[src/rtl/rseq_pkg.sv]
package rseq_pkg;

  typedef enum logic [1:0] {
    ST_IDLE    = 2'd0,
    ST_DRIVE   = 2'd1,
    ST_RELEASE = 2'd2,
    ST_HOLD    = 2'd3
  } seqState_t;

  typedef struct packed {
    logic cntClr;
    logic latchFromFlags;
    logic latchGeneral;
    logic clrFlags;
  } seqStrobe_t;

  localparam logic [1:0] VEC_GENERAL = 2'b00;
  localparam logic [1:0] VEC_CLKMON  = 2'b01;
  localparam logic [1:0] VEC_COP     = 2'b10;

endpackage

[src/rtl/rseq_path.sv]
module rseq_path
  import rseq_pkg::*;
#(
  parameter int DRIVE_CYC   = 131,
  parameter int RELEASE_CYC = 64,
  parameter int SYNC_STAGES = 2
) (
  input  logic       clk,
  input  logic       porN,
  input  seqStrobe_t strobe,
  input  logic       copReq,
  input  logic       clkMonReq,
  input  logic       padIn,
  output logic       padSync,
  output logic       driveDone,
  output logic       releaseDone,
  output logic       copPend,
  output logic       clkMonPend,
  output logic [1:0] vecSel
);

  localparam int LONGEST = (DRIVE_CYC > RELEASE_CYC) ? DRIVE_CYC : RELEASE_CYC;
  localparam int CNT_W   = $clog2(LONGEST + 1);
  localparam logic [CNT_W-1:0] DRIVE_LAST   = CNT_W'(DRIVE_CYC - 1);
  localparam logic [CNT_W-1:0] RELEASE_LAST = CNT_W'(RELEASE_CYC - 1);

  logic [SYNC_STAGES-1:0] syncChain;
  logic [CNT_W-1:0]       cycCnt;

  // pad synchronizer, resets to the released (high) level
  genvar g;
  generate
    for (g = 0; g < SYNC_STAGES; g++) begin : gSync
      always_ff @(posedge clk or negedge porN) begin
        if (!porN) begin
          syncChain[g] <= 1'b1;
        end else if (g == 0) begin
          syncChain[g] <= padIn;
        end else begin
          syncChain[g] <= syncChain[g-1];
        end
      end
    end
  endgenerate

  assign padSync = syncChain[SYNC_STAGES-1];

  always_ff @(posedge clk or negedge porN) begin
    if (!porN) begin
      cycCnt <= '0;
    end else if (strobe.cntClr) begin
      cycCnt <= '0;
    end else begin
      cycCnt <= cycCnt + 1'b1;
    end
  end

  assign driveDone   = (cycCnt == DRIVE_LAST);
  assign releaseDone = (cycCnt == RELEASE_LAST);

  // a new request wins over the clear issued at the end of reset
  always_ff @(posedge clk or negedge porN) begin
    if (!porN) begin
      copPend    <= 1'b0;
      clkMonPend <= 1'b0;
    end else begin
      if (copReq) begin
        copPend <= 1'b1;
      end else if (strobe.clrFlags) begin
        copPend <= 1'b0;
      end
      if (clkMonReq) begin
        clkMonPend <= 1'b1;
      end else if (strobe.clrFlags) begin
        clkMonPend <= 1'b0;
      end
    end
  end

  always_ff @(posedge clk or negedge porN) begin
    if (!porN) begin
      vecSel <= VEC_GENERAL;
    end else if (strobe.latchGeneral) begin
      vecSel <= VEC_GENERAL;
    end else if (strobe.latchFromFlags) begin
      if (clkMonPend) begin
        vecSel <= VEC_CLKMON;
      end else if (copPend) begin
        vecSel <= VEC_COP;
      end else begin
        vecSel <= VEC_GENERAL;
      end
    end
  end

endmodule

[src/rtl/rseq_ctrl.sv]
module rseq_ctrl
  import rseq_pkg::*;
(
  input  logic       clk,
  input  logic       porN,
  input  logic       anyReq,
  input  logic       padSync,
  input  logic       driveDone,
  input  logic       releaseDone,
  output seqStrobe_t strobe,
  output logic       padDriveLow,
  output logic       coreRst
);

  seqState_t state, stateNext;

  always_ff @(posedge clk or negedge porN) begin
    if (!porN) begin
      state <= ST_DRIVE;
    end else begin
      state <= stateNext;
    end
  end

  always_comb begin
    stateNext = state;
    strobe    = '0;
    unique case (state)
      ST_IDLE: begin
        strobe.cntClr = 1'b1;
        if (anyReq || !padSync) begin
          stateNext = ST_DRIVE;
        end
      end
      ST_DRIVE: begin
        if (anyReq) begin
          strobe.cntClr = 1'b1;
        end else if (driveDone) begin
          strobe.cntClr = 1'b1;
          stateNext     = ST_RELEASE;
        end
      end
      ST_RELEASE: begin
        if (anyReq) begin
          strobe.cntClr = 1'b1;
          stateNext     = ST_DRIVE;
        end else if (releaseDone) begin
          strobe.cntClr = 1'b1;
          if (padSync) begin
            strobe.latchFromFlags = 1'b1;
            strobe.clrFlags       = 1'b1;
            stateNext             = ST_IDLE;
          end else begin
            stateNext = ST_HOLD;
          end
        end
      end
      ST_HOLD: begin
        strobe.cntClr = 1'b1;
        if (anyReq) begin
          stateNext = ST_DRIVE;
        end else if (padSync) begin
          strobe.latchGeneral = 1'b1;
          strobe.clrFlags     = 1'b1;
          stateNext           = ST_IDLE;
        end
      end
      default: stateNext = ST_DRIVE;
    endcase
  end

  assign padDriveLow = (state == ST_DRIVE);
  assign coreRst     = (state != ST_IDLE);

endmodule

[src/rtl/reset_sequencer.sv]
module reset_sequencer
  import rseq_pkg::*;
#(
  parameter int SYNC_N      = 3,
  parameter int BASE_DRIVE  = 128,
  parameter int RELEASE_CYC = 64,
  parameter int SYNC_STAGES = 2
) (
  input  logic       clk,
  input  logic       porN,
  input  logic       lowVoltReq,
  input  logic       illegalAddrReq,
  input  logic       copReq,
  input  logic       clkMonReq,
  input  logic       padIn,
  output logic       padDriveLow,
  output logic       coreRst,
  output logic [1:0] vecSel
);

  localparam int DRIVE_CYC = BASE_DRIVE + SYNC_N;

  seqStrobe_t strobe;
  logic padSync, driveDone, releaseDone, copPend, clkMonPend, anyReq;

  assign anyReq = lowVoltReq | illegalAddrReq | copReq | clkMonReq;

  rseq_ctrl u_ctrl (
    .clk        (clk),
    .porN       (porN),
    .anyReq     (anyReq),
    .padSync    (padSync),
    .driveDone  (driveDone),
    .releaseDone(releaseDone),
    .strobe     (strobe),
    .padDriveLow(padDriveLow),
    .coreRst    (coreRst)
  );

  rseq_path #(
    .DRIVE_CYC  (DRIVE_CYC),
    .RELEASE_CYC(RELEASE_CYC),
    .SYNC_STAGES(SYNC_STAGES)
  ) u_path (
    .clk        (clk),
    .porN       (porN),
    .strobe     (strobe),
    .copReq     (copReq),
    .clkMonReq  (clkMonReq),
    .padIn      (padIn),
    .padSync    (padSync),
    .driveDone  (driveDone),
    .releaseDone(releaseDone),
    .copPend    (copPend),
    .clkMonPend (clkMonPend),
    .vecSel     (vecSel)
  );

endmodule

[config.mk]
export PLATFORM = sky130hd
export DESIGN_NAME = reset_sequencer
export DESIGN_NICKNAME = d
export VERILOG_FILES = /design/src/rtl/rseq_pkg.sv /design/src/rtl/rseq_path.sv /design/src/rtl/rseq_ctrl.sv /design/src/rtl/reset_sequencer.sv
export SDC_FILE = /design/constraint.sdc
export NUM_CORES = 1
export LEC_CHECK = 0
export ABC_AREA = 0
export BUFFER_PORTS_ARGS = -buffer_cell sky130_fd_sc_hd__buf_2
export CORE_MARGIN = 5
export CORE_UTILIZATION = 55
export DETAILED_ROUTE_END_ITERATION = 10
export HOLD_SLACK_MARGIN = 0.08
export PLACE_DENSITY = 0.83
export SYNTH_ARGS = -nofsm -noshare
export SYNTH_HDL_FRONTEND = slang
export SYNTH_SLANG_ARGS = --single-unit
[constraint.sdc]
create_clock -name clk -period 2 [get_ports clk]
set_clock_uncertainty 0.05 [all_clocks]
set_input_delay 0.1 -clock clk [delete_from_list [all_inputs] [get_ports clk]]
set_output_delay 0.1 -clock clk [all_outputs]
set_load 0.1 [all_outputs]
# == After elaboration in Yosys (flattened, before gate mapping) ==
# Index checks and enable logic that the tools add are counted.
# Widths: inputs -> output; s select.
# totals
memories,0
inputBits,7
register_bits,16
ram_bits,0
latchBits,0
rom_bits,0
# op_classes
eq_ne,10
shift,0
bitwise_logic,3
reduce_logical,9
n_mul,0
div_mod_pow,0
addsub,1
order_cmp,0
muxes,31
# ops
cell,n
$mux 2,15
$mux 1,12
$add 8x1->8 const B,1
$eq 8x6->1 const B,1
$eq 8x8->1 const B,1
$mux 8,1
$pmux 2 s4,1
$reduce_bool 2->1,4
$reduce_and 5->1,1
$eq 2x2->1 const B,2
$ne 2x1->1 const B,2
$ne 3x1->1 const B,1
$ne 3x2->1 const B,1
$or 1x1->1,3
$pmux 1 s3,1
$eq 2x1->1 const B,1
$logic_not 2->1,1
$ne 2x2->1 const B,1
$pmux 1 s2,1
$reduce_or 2->1,1
$logic_not 1->1,1
$logic_or 1x1->1,1

# == Logic depth before layout (Yosys ltp) ==
# Gate-level depths: netlist (run 1).
# logic_depth
ltp_word,7
ltp_mapped,6

# == Cells and area by module ==
# A second synthesis (run 1) with hierarchy kept.
# hier_totals
hier_cells,89
hier_area_um2,889.6
# by_module_without_submodules
mod,instances,area_per_inst_um2,cells_per_inst
rseq_path,1,585.6,53
rseq_ctrl,1,296.5,35
reset_sequencer,1,7.5,1

# == Least setup slack after synthesis (run 1) ==
# No wires, ideal clock.
# synth_path
path_type,register -> register
from,register u_ctrl.state[0]
to,register u_ctrl.state[1]
required_ps,1826
slack_ps,-91
arrival_ps,1916
stages_incl_launch_ff,7
n_path_buf,0
cell_sequence,dfstp_2 > inv_1 > ha_1 > inv_1 > a211o_1 > o211ai_2 > a2bb2oi_2
# synth_via
elab_chain_cells,3
# synth_lines
element,line,text
"start, declared",rseq_ctrl.sv:15,"seqState_t state, stateNext;"
"start signal, assigned",rseq_ctrl.sv:21,state <= stateNext;
"$eq 2x2->1, or another cell as far along",rseq_ctrl.sv:28,unique case (state)
"$ne 3x1->1 (no source line), or another cell as far along",--,
$reduce_and 5->1 (no source line),--,
# Parallel ways exist; a longest one is shown, timed or not.
# A chain may end at the register's enable or synchronous reset.

# == Worst setup path after layout (run 1) ==
# layout_path
from,register u_path.cycCnt[0]
to,register u_path.clkMonPend
# layout_via
elab_chain_cells,5
# layout_lines
element,line,text
"start, declared",rseq_path.sv:28,logic [CNT_W-1:0] cycCnt;
"start signal, assigned",rseq_path.sv:54,cycCnt <= cycCnt + 1'b1;
$eq 8x6->1,rseq_path.sv:59,assign releaseDone = (cycCnt == RELEASE_LAST);
$mux 1,rseq_ctrl.sv:47,end else if (releaseDone) begin
$mux 1,rseq_ctrl.sv:44,if (anyReq) begin
$pmux 1 s2,rseq_ctrl.sv:28,
$reduce_bool 2->1 (no source line),--,
"end signal, assigned",rseq_path.sv:65,clkMonPend <= 1'b0;
"end signal, assigned",rseq_path.sv:73,clkMonPend <= 1'b1;
"end signal, assigned",rseq_path.sv:75,clkMonPend <= 1'b0;
"end, declared",rseq_path.sv:18,"output logic clkMonPend,"
# No other way between the ends.

==> key figures, run 1 <==
Synth
  • Ys Warns: 0
  • Post-synthesis sequential area ratio: 0.456
  • Post-synth EDFFs: 0
  • Unique masters post-synth: 28
  • Post-synthesis async set-or-reset flop share: 1.00
  • Top cells by count, synth: 13 x dfrtp_1, 11 x nor2_1, 8 x nand3_1
  • Main synth FF type: dfrtp_1
  • Post-Syn Nets: 99
  • Synth top area share: 0.367
  • Yosys top cell by area: dfrtp_1
  • Count leader, synth: dfrtp_1
  • Cell Area, Synth: 886 um^2
  • Post-synthesis register bit count: 16
  • Synth area leaders: dfrtp_1 37%, dfstp_2 8.9%, ha_1 8.5%
  • Average size of a mapped cell: 10.3 um^2
  • Syn Inst Count: 86

Drt
  • Drt drc: 0
  • Wire length per cell: around 16 um
  • First-pass iteration count of the detailed router: 4
  • Antenna-violating nets left: 0
  • DR vias: 693
  • Drt initial violations: 9
  • Routed WL: 1920 um
  • Via density per instance: 5.78

Critical path
  • FF-to-FF Start: u_path.cycCnt[0]
  • Delay-heaviest family, CP: simple AND/OR/NAND/NOR gates
  • Critical path launch point type: flip-flop
  • R2r worst-path depth: 5
  • Slowest CP cell: dfrtp_1
  • Capturing point of the worst reg2reg path: u_path.clkMonPend
  • Critical path peak fanout: 5
  • Critical Path Sink Type: flip-flop
  • Critical-path cell list: ha_1, nor4bb_1, and2_1, nand2_1, a31o_2
  • Reg-to-reg setup timing slack: 110 ps
  • Critical path type: flip-flop to flip-flop
  • Crit path buf inv count: 0
  • Crit path required time: between 2000 and 2500 ps
  • Max stage delay on crit path: roughly 420 ps
  • CP arrival: a little over 2000 ps

Place
  • Placer congestion estimate: 0.819
  • Port bufs: 10
  • Post-DP HPWL: roughly 1400 um
  • Placement Cell Area: 962 um^2

Floorplanning
  • Die span in y: 50.1 um
  • Row cnt: 14
  • Core area: approximately 0.0015 mm^2
  • Die Area: 0.00251 mm^2
  • Die Span X: 50.1 um
  • Initial Utilization: 0.581
  • IO Count: 11

CTS
  • Clock latency on the worst-skew pair: 290 ps
  • CTS Buf Count: 3
  • Clk slew on worst S/H paths: 90 ps
  • CTS tree: yes
  • Clk sinks: 16
  • H-tree levels: 1
  • Clock root cell: clkbuf_4
  • Setup bufs post-CTS: 0
  • Largest buffer count on any clock path: 2

Timing
  • Minimum clock period: 1890 ps
  • Final hold violation count: 0
  • Final setup TNS: 0 ps
  • Fmax: 528 MHz
  • Tcrit/Tclk final: 0.947
  • Unrepaired setup endpoints after global routing: no
  • Setup Viol. Count Final: 0
  • Measured slew at the worst slew-check pin: roughly 490 ps
  • Max_slew headroom: 0.679
  • Fin. max-slew vios: 0

Final layout
  • Antenna Cells: 0
  • Layout cells sized above 1: 0.260
  • Layout net count: 118
  • Fin area: approximately 0.0010 mm^2
  • Fill count: 129
  • Syn-to-layout area delta: 17.9%
  • Footprint of the multi-input gates: approximately 470 um^2
  • FF/Latch Area: 404 um^2

Outcome
  • Status: finished clean

GRT
  • Pin count of the biggest net entering global routing: 17
  • Total track usage: 0.163
  • Initial antenna violation count: 0
  • Gr ovfl total: 0
  • Number of global-route vias before repair: 716
  • First-pass GRT wire length: about 3100 um

Pwr
  • Flop pwr share: 0.358
  • Leakage: 0.443 nW
  • NetSw: 478 uW
  • Switching portion of total power: 0.434
  • Combinational share of power: 0.446
  • Clock power frac: 0.196
  • Power per cell area: 1060 mW/mm^2
  • Peak supply drop: 538 uV
  • Cell-internal power: 624 uW

Min path
  • Hold crit path type: input port to asynchronous set/reset pin

Run
  • Max_cap viols: 0
[state kept, by name, summed over array words and instances (netlist names)]
signal             cells
u_path.clkMonPend      1
u_path.copPend         1
u_path.cycCnt          8
u_ctrl.state           2
u_path.vecSel          2
u_path.padSync         1
u_path.syncChain       1
[cells in the final DEF (no fill, tap or decap), drive strengths merged, types with 2 or more instances in the layout]
master,synthesis,layout
buf,0,10
ha,6,6
nor2,11,11
and2,2,2
nand3,8,8
clkbuf,0,4
nand2,5,5
and3,3,3
a31o,2,2
a21oi,3,3
dlygate4sd3,0,4
o2111ai,2,2
dfrtp,13,13
xnor2,3,3
nor3,2,2
dfstp,3,3
o21ai,2,2
inv,6,5
xor2,3,3
[worst max-delay path by stage]
stage / slack, ps / from / endpoint / cells after the start
after floorplan: 10 / u_ctrl.state[1] / u_ctrl.state[0] / 6
after global placement: 190 / u_ctrl.state[0] / u_path.cycCnt[3] / 4
after detailed placement: 140 / u_path.cycCnt[0] / u_path.clkMonPend / 5
after CTS: 110 / u_path.cycCnt[0] / u_path.clkMonPend / 5
after global routing: 1 / u_path.cycCnt[0] / u_path.copPend / 5
final: 110 / u_path.cycCnt[0] / u_path.clkMonPend / 5
[power by group through the flow]
stage,combinational [mW],sequential [mW],clock (mW)
2_1_floorplan,0.401,0.388,0
3_3_place_gp,0.463,0.395,0
3_5_place_dp,0.474,0.398,0
4_1_cts,0.482,0.392,0.223
5_1_grt,0.520,0.395,0.242
6_report,0.491,0.395,0.216
[per-stage QoR]
step | setup WS (ps) | hold slack [ps] | utilization | power, mW | instances
floorplan | 13.8 | -246 | - | 0.789 | 86
global route | 0.994 | 202 | 0.686 | 1.16 | 120
global placement | 190 | -25.6 | 0.631 | 0.858 | 112
detailed placement | 135 | -20.4 | 0.631 | 0.871 | 112
CTS | 111 | 198 | 0.681 | 1.10 | 120
finish | 106 | 188 | 0.686 | 1.10 | 120
[cell families after synthesis]
logic type | after synthesis | synth area share
and+or+nand+nor | 36 | 0.225
DFF | 16 | 0.456
AOI/OAI and AO/OA | 15 | 0.138
xor gates and xnor gates | 6 | 0.0593
buffers and inverters | 6 | 0.0254
adders and majority gates | 6 | 0.0847
muxes | 1 | 0.0113
[repair_timing]
action / CTS / global route
gates resized for setup: 0 / 1
endpoints found under the setup margin: 0 / 1
hold buffers: 4 / 0
endpoints found under the hold margin: 19 / 0
[metal layers]
metal,wire length (um),vias up,global-route usage
met4,64,0,0.105
met1,816,322,0.200
met2,972,18,0.259
met3,63,9,0.0296
li1,-,344,-
met5,0,-,0
[final cells by class]
class	instances	area share
inverters	6	0.0251
well taps	16	0.0192
clock buffers	4	0.0347
flip-flops and latches	16	0.387
repair buffers	14	0.0862
multi-input cells	64	0.448
Note: power is estimated with default switching activity, not from simulation.
==> run 2: changes to the inputs <==
BUFFER_PORTS_ARGS = unset   (was -buffer_cell sky130_fd_sc_hd__buf_2)
CORE_UTILIZATION = 59   (was 55)
DONT_BUFFER_PORTS = 1   (was unset)
PLACE_DENSITY = 0.82   (was 0.83)
==> run 2 against run 1 <==
Count of clock-buffer cells in the layout stayed put. Clock power about the same. Sequential share of layout area decreased by 0.55 points. Maximum frequency shrank 0.48%. Combinational power barely moved. Final cell count is 1.7% lower. Die area fell by 5.4%. Flip-flop and latch count did not move. Critical path depth is the same. Sequential power about the same. Largest power group unchanged.
==> key figures, run 2 (synthesis results as in run 1) <==
Place
  • Placer congestion estimate: 0.835
  • Port bufs: 0
  • Post-DP HPWL: 1330 um

Timing
  • Fmax: 525 MHz
  • Max_slew headroom: 0.529
  • Minimum clock period: 1900 ps
  • Unrepaired setup endpoints after global routing: no
  • Hold slack: 90.9 ps
  • Fin. max-slew vios: 0
  • Measured slew at the worst slew-check pin: between 700 and 800 ps
  • Setup Viol. Count Final: 0
  • Tcrit/Tclk final: 0.952
  • Final hold violation count: 0
  • Final setup TNS: 0 ps

Critical path
  • Slowest CP cell: dlygate4sd3_1
  • Crit path required time: 2140 ps
  • CP arrival: 2040 ps
  • Critical path peak fanout: 6
  • CP dominant cell by count: dlygate4sd3_1
  • FF-to-FF Start: u_ctrl.state[0]
  • Reg-to-reg setup timing slack: between 150 and 200 ps
  • Critical-path cell list: dlygate4sd3_1, nor4_4, dlygate4sd3_1, nand3_1, a31o_2
  • Max stage delay on crit path: 600 ps
  • Critical Path Sink Type: flip-flop
  • R2r worst-path depth: 4
  • Crit path buf inv count: 2
  • Capturing point of the worst reg2reg path: u_path.cycCnt[6]
  • Delay-heaviest family, CP: buffers and inverters
  • Critical path type: input port to flip-flop
  • Critical path launch point type: input port

Final layout
  • Footprint of the multi-input gates: roughly 470 um^2
  • Most flop-heavy register: u_path.cycCnt
  • Layout cells sized above 1: 0.225
  • Final Util: 0.720
  • FF/Latch Area: 404 um^2
  • Layout net count: around 120
  • Commonest non-fill, non-tap cell in the layout: dfrtp_1
  • Antenna Cells: 0
  • Max FFs per register: 8
  • Syn-to-layout area delta: 19.6%
  • Top Registers: u_path.cycCnt (8), u_ctrl.state (2), u_path.vecSel (2)
  • Fill count: between 100 and 150
  • Most frequent cells in the layout: 13 x dfrtp_1, 11 x nor2_1, 8 x nand3_1

Drt
  • Drt initial violations: 7
  • DR vias: 721
  • Antenna-violating nets left: 0
  • First-pass iteration count of the detailed router: 4
  • Drt drc: 0
  • Via density per instance: 6.11
  • Routed WL: 1850 um
  • Wire length per cell: 15.7 um

GRT
  • First-pass GRT wire length: 3150 um
  • Total track usage: 0.168
  • Pin count of the biggest net entering global routing: 17
  • Gr ovfl total: 0
  • Initial antenna violation count: 0
  • Number of global-route vias before repair: 706

CTS
  • Clk slew on worst S/H paths: about 90 ps
  • CTS Buf Count: 3
  • CTS tree: yes
  • Clock latency on the worst-skew pair: 290 ps
  • H-tree levels: 1
  • Clock root cell: clkbuf_4
  • Largest buffer count on any clock path: 2
  • Clk sinks: 16

Floorplanning
  • Die span in y: 48.8 um
  • IO Count: 11
  • Die Span X: 48.8 um
  • Die Area: between 0.002 and 0.0025 mm^2
  • Initial Utilization: 0.602
  • Row cnt: 14
  • Core area: 0.00147 mm^2

Pwr
  • Leakage: 0.442 nW
  • Peak supply drop: 793 uV
  • Power per cell area: 1030 mW/mm^2

Outcome
  • Status: finished clean

Min path
  • Hold path depth: 3
  • Hold Path Origin: lowVoltReq
  • Worst Hold End: u_ctrl.state[1]
  • Hold crit path type: input port to flip-flop

Run
  • Max_cap viols: 0
## run 2: cell count changes in the layout (fill, tap and decap cells not counted), sizes merged
cell | previous run | this run
buf | 10 | 6
dlygate4sd3 | 4 | 6
## run 2: worst reg2reg max path: cells and delay by family (launching register included)
kind,cells,cell delay (ps)
flops,1,580
fa+ha+maj,1,280
compound gates,1,580
simple gates,1,120
buf+inv,1,80
## run 2: worst max path at each step
| stage | cells after the start | start | slack, ps | end |
|---|---|---|---|---|
| 2_1_floorplan | 6 | u_ctrl.state[1] | 10 | u_ctrl.state[0] |
| 3_3_place_gp | 4 | u_ctrl.state[0] | 190 | u_path.cycCnt[3] |
| 3_5_place_dp | 5 | u_path.cycCnt[0] | 150 | u_path.clkMonPend |
| 4_1_cts | 5 | clkMonReq | 30 | u_path.clkMonPend |
| 5_1_grt | 5 | copReq | 50 | u_path.clkMonPend |
| 6_report | 5 | copReq | 100 | u_path.clkMonPend |
## run 2: stage by stage
stage / area [um^2] / cells / worst slack (ps) / power [mW]
3_5_place_dp: 942 / 106 / 150 / 0.868
6_report: 1060 / 118 / 96.5 / 1.10
5_1_grt: 1060 / 118 / 47.0 / 1.16
3_3_place_gp: 942 / 106 / 194 / 0.859
2_1_floorplan: 892 / 86 / 13.8 / 0.789
4_1_cts: 1040 / 116 / 25.0 / 1.10
## run 2: power breakdown
part / internal (mW) / switching, mW
clock: 0.111 / 0.103
combinational: 0.162 / 0.328
sequential: 0.361 / 0.0329
## run 2: routing by layer
metal  vias to the layer above  part of all wire  track usage
li1                        343                 -            -
met1                       351              0.43        0.205
met2                        20              0.50        0.272
met3                         7             0.035       0.0307
met4                         0             0.030       0.0987
met5                         -                 0            0
## run 2: repair_timing
item                       in CTS  in global routing
hold endpoints to repair       20                  0
resized for setup               0                  1
setup endpoints to repair       0                  8
setup buffers                   0                  2
hold buffers                    6                  0
## run 2: cell type report
| type | instances | share of cell area |
|---|---|---|
| sequential | 16 | 0.381 |
| clock buffer | 4 | 0.0342 |
| timing repair buffer | 12 | 0.0992 |
| inverter | 6 | 0.0248 |
| tap | 16 | 0.0189 |
| multi-input combinational | 64 | 0.442 |
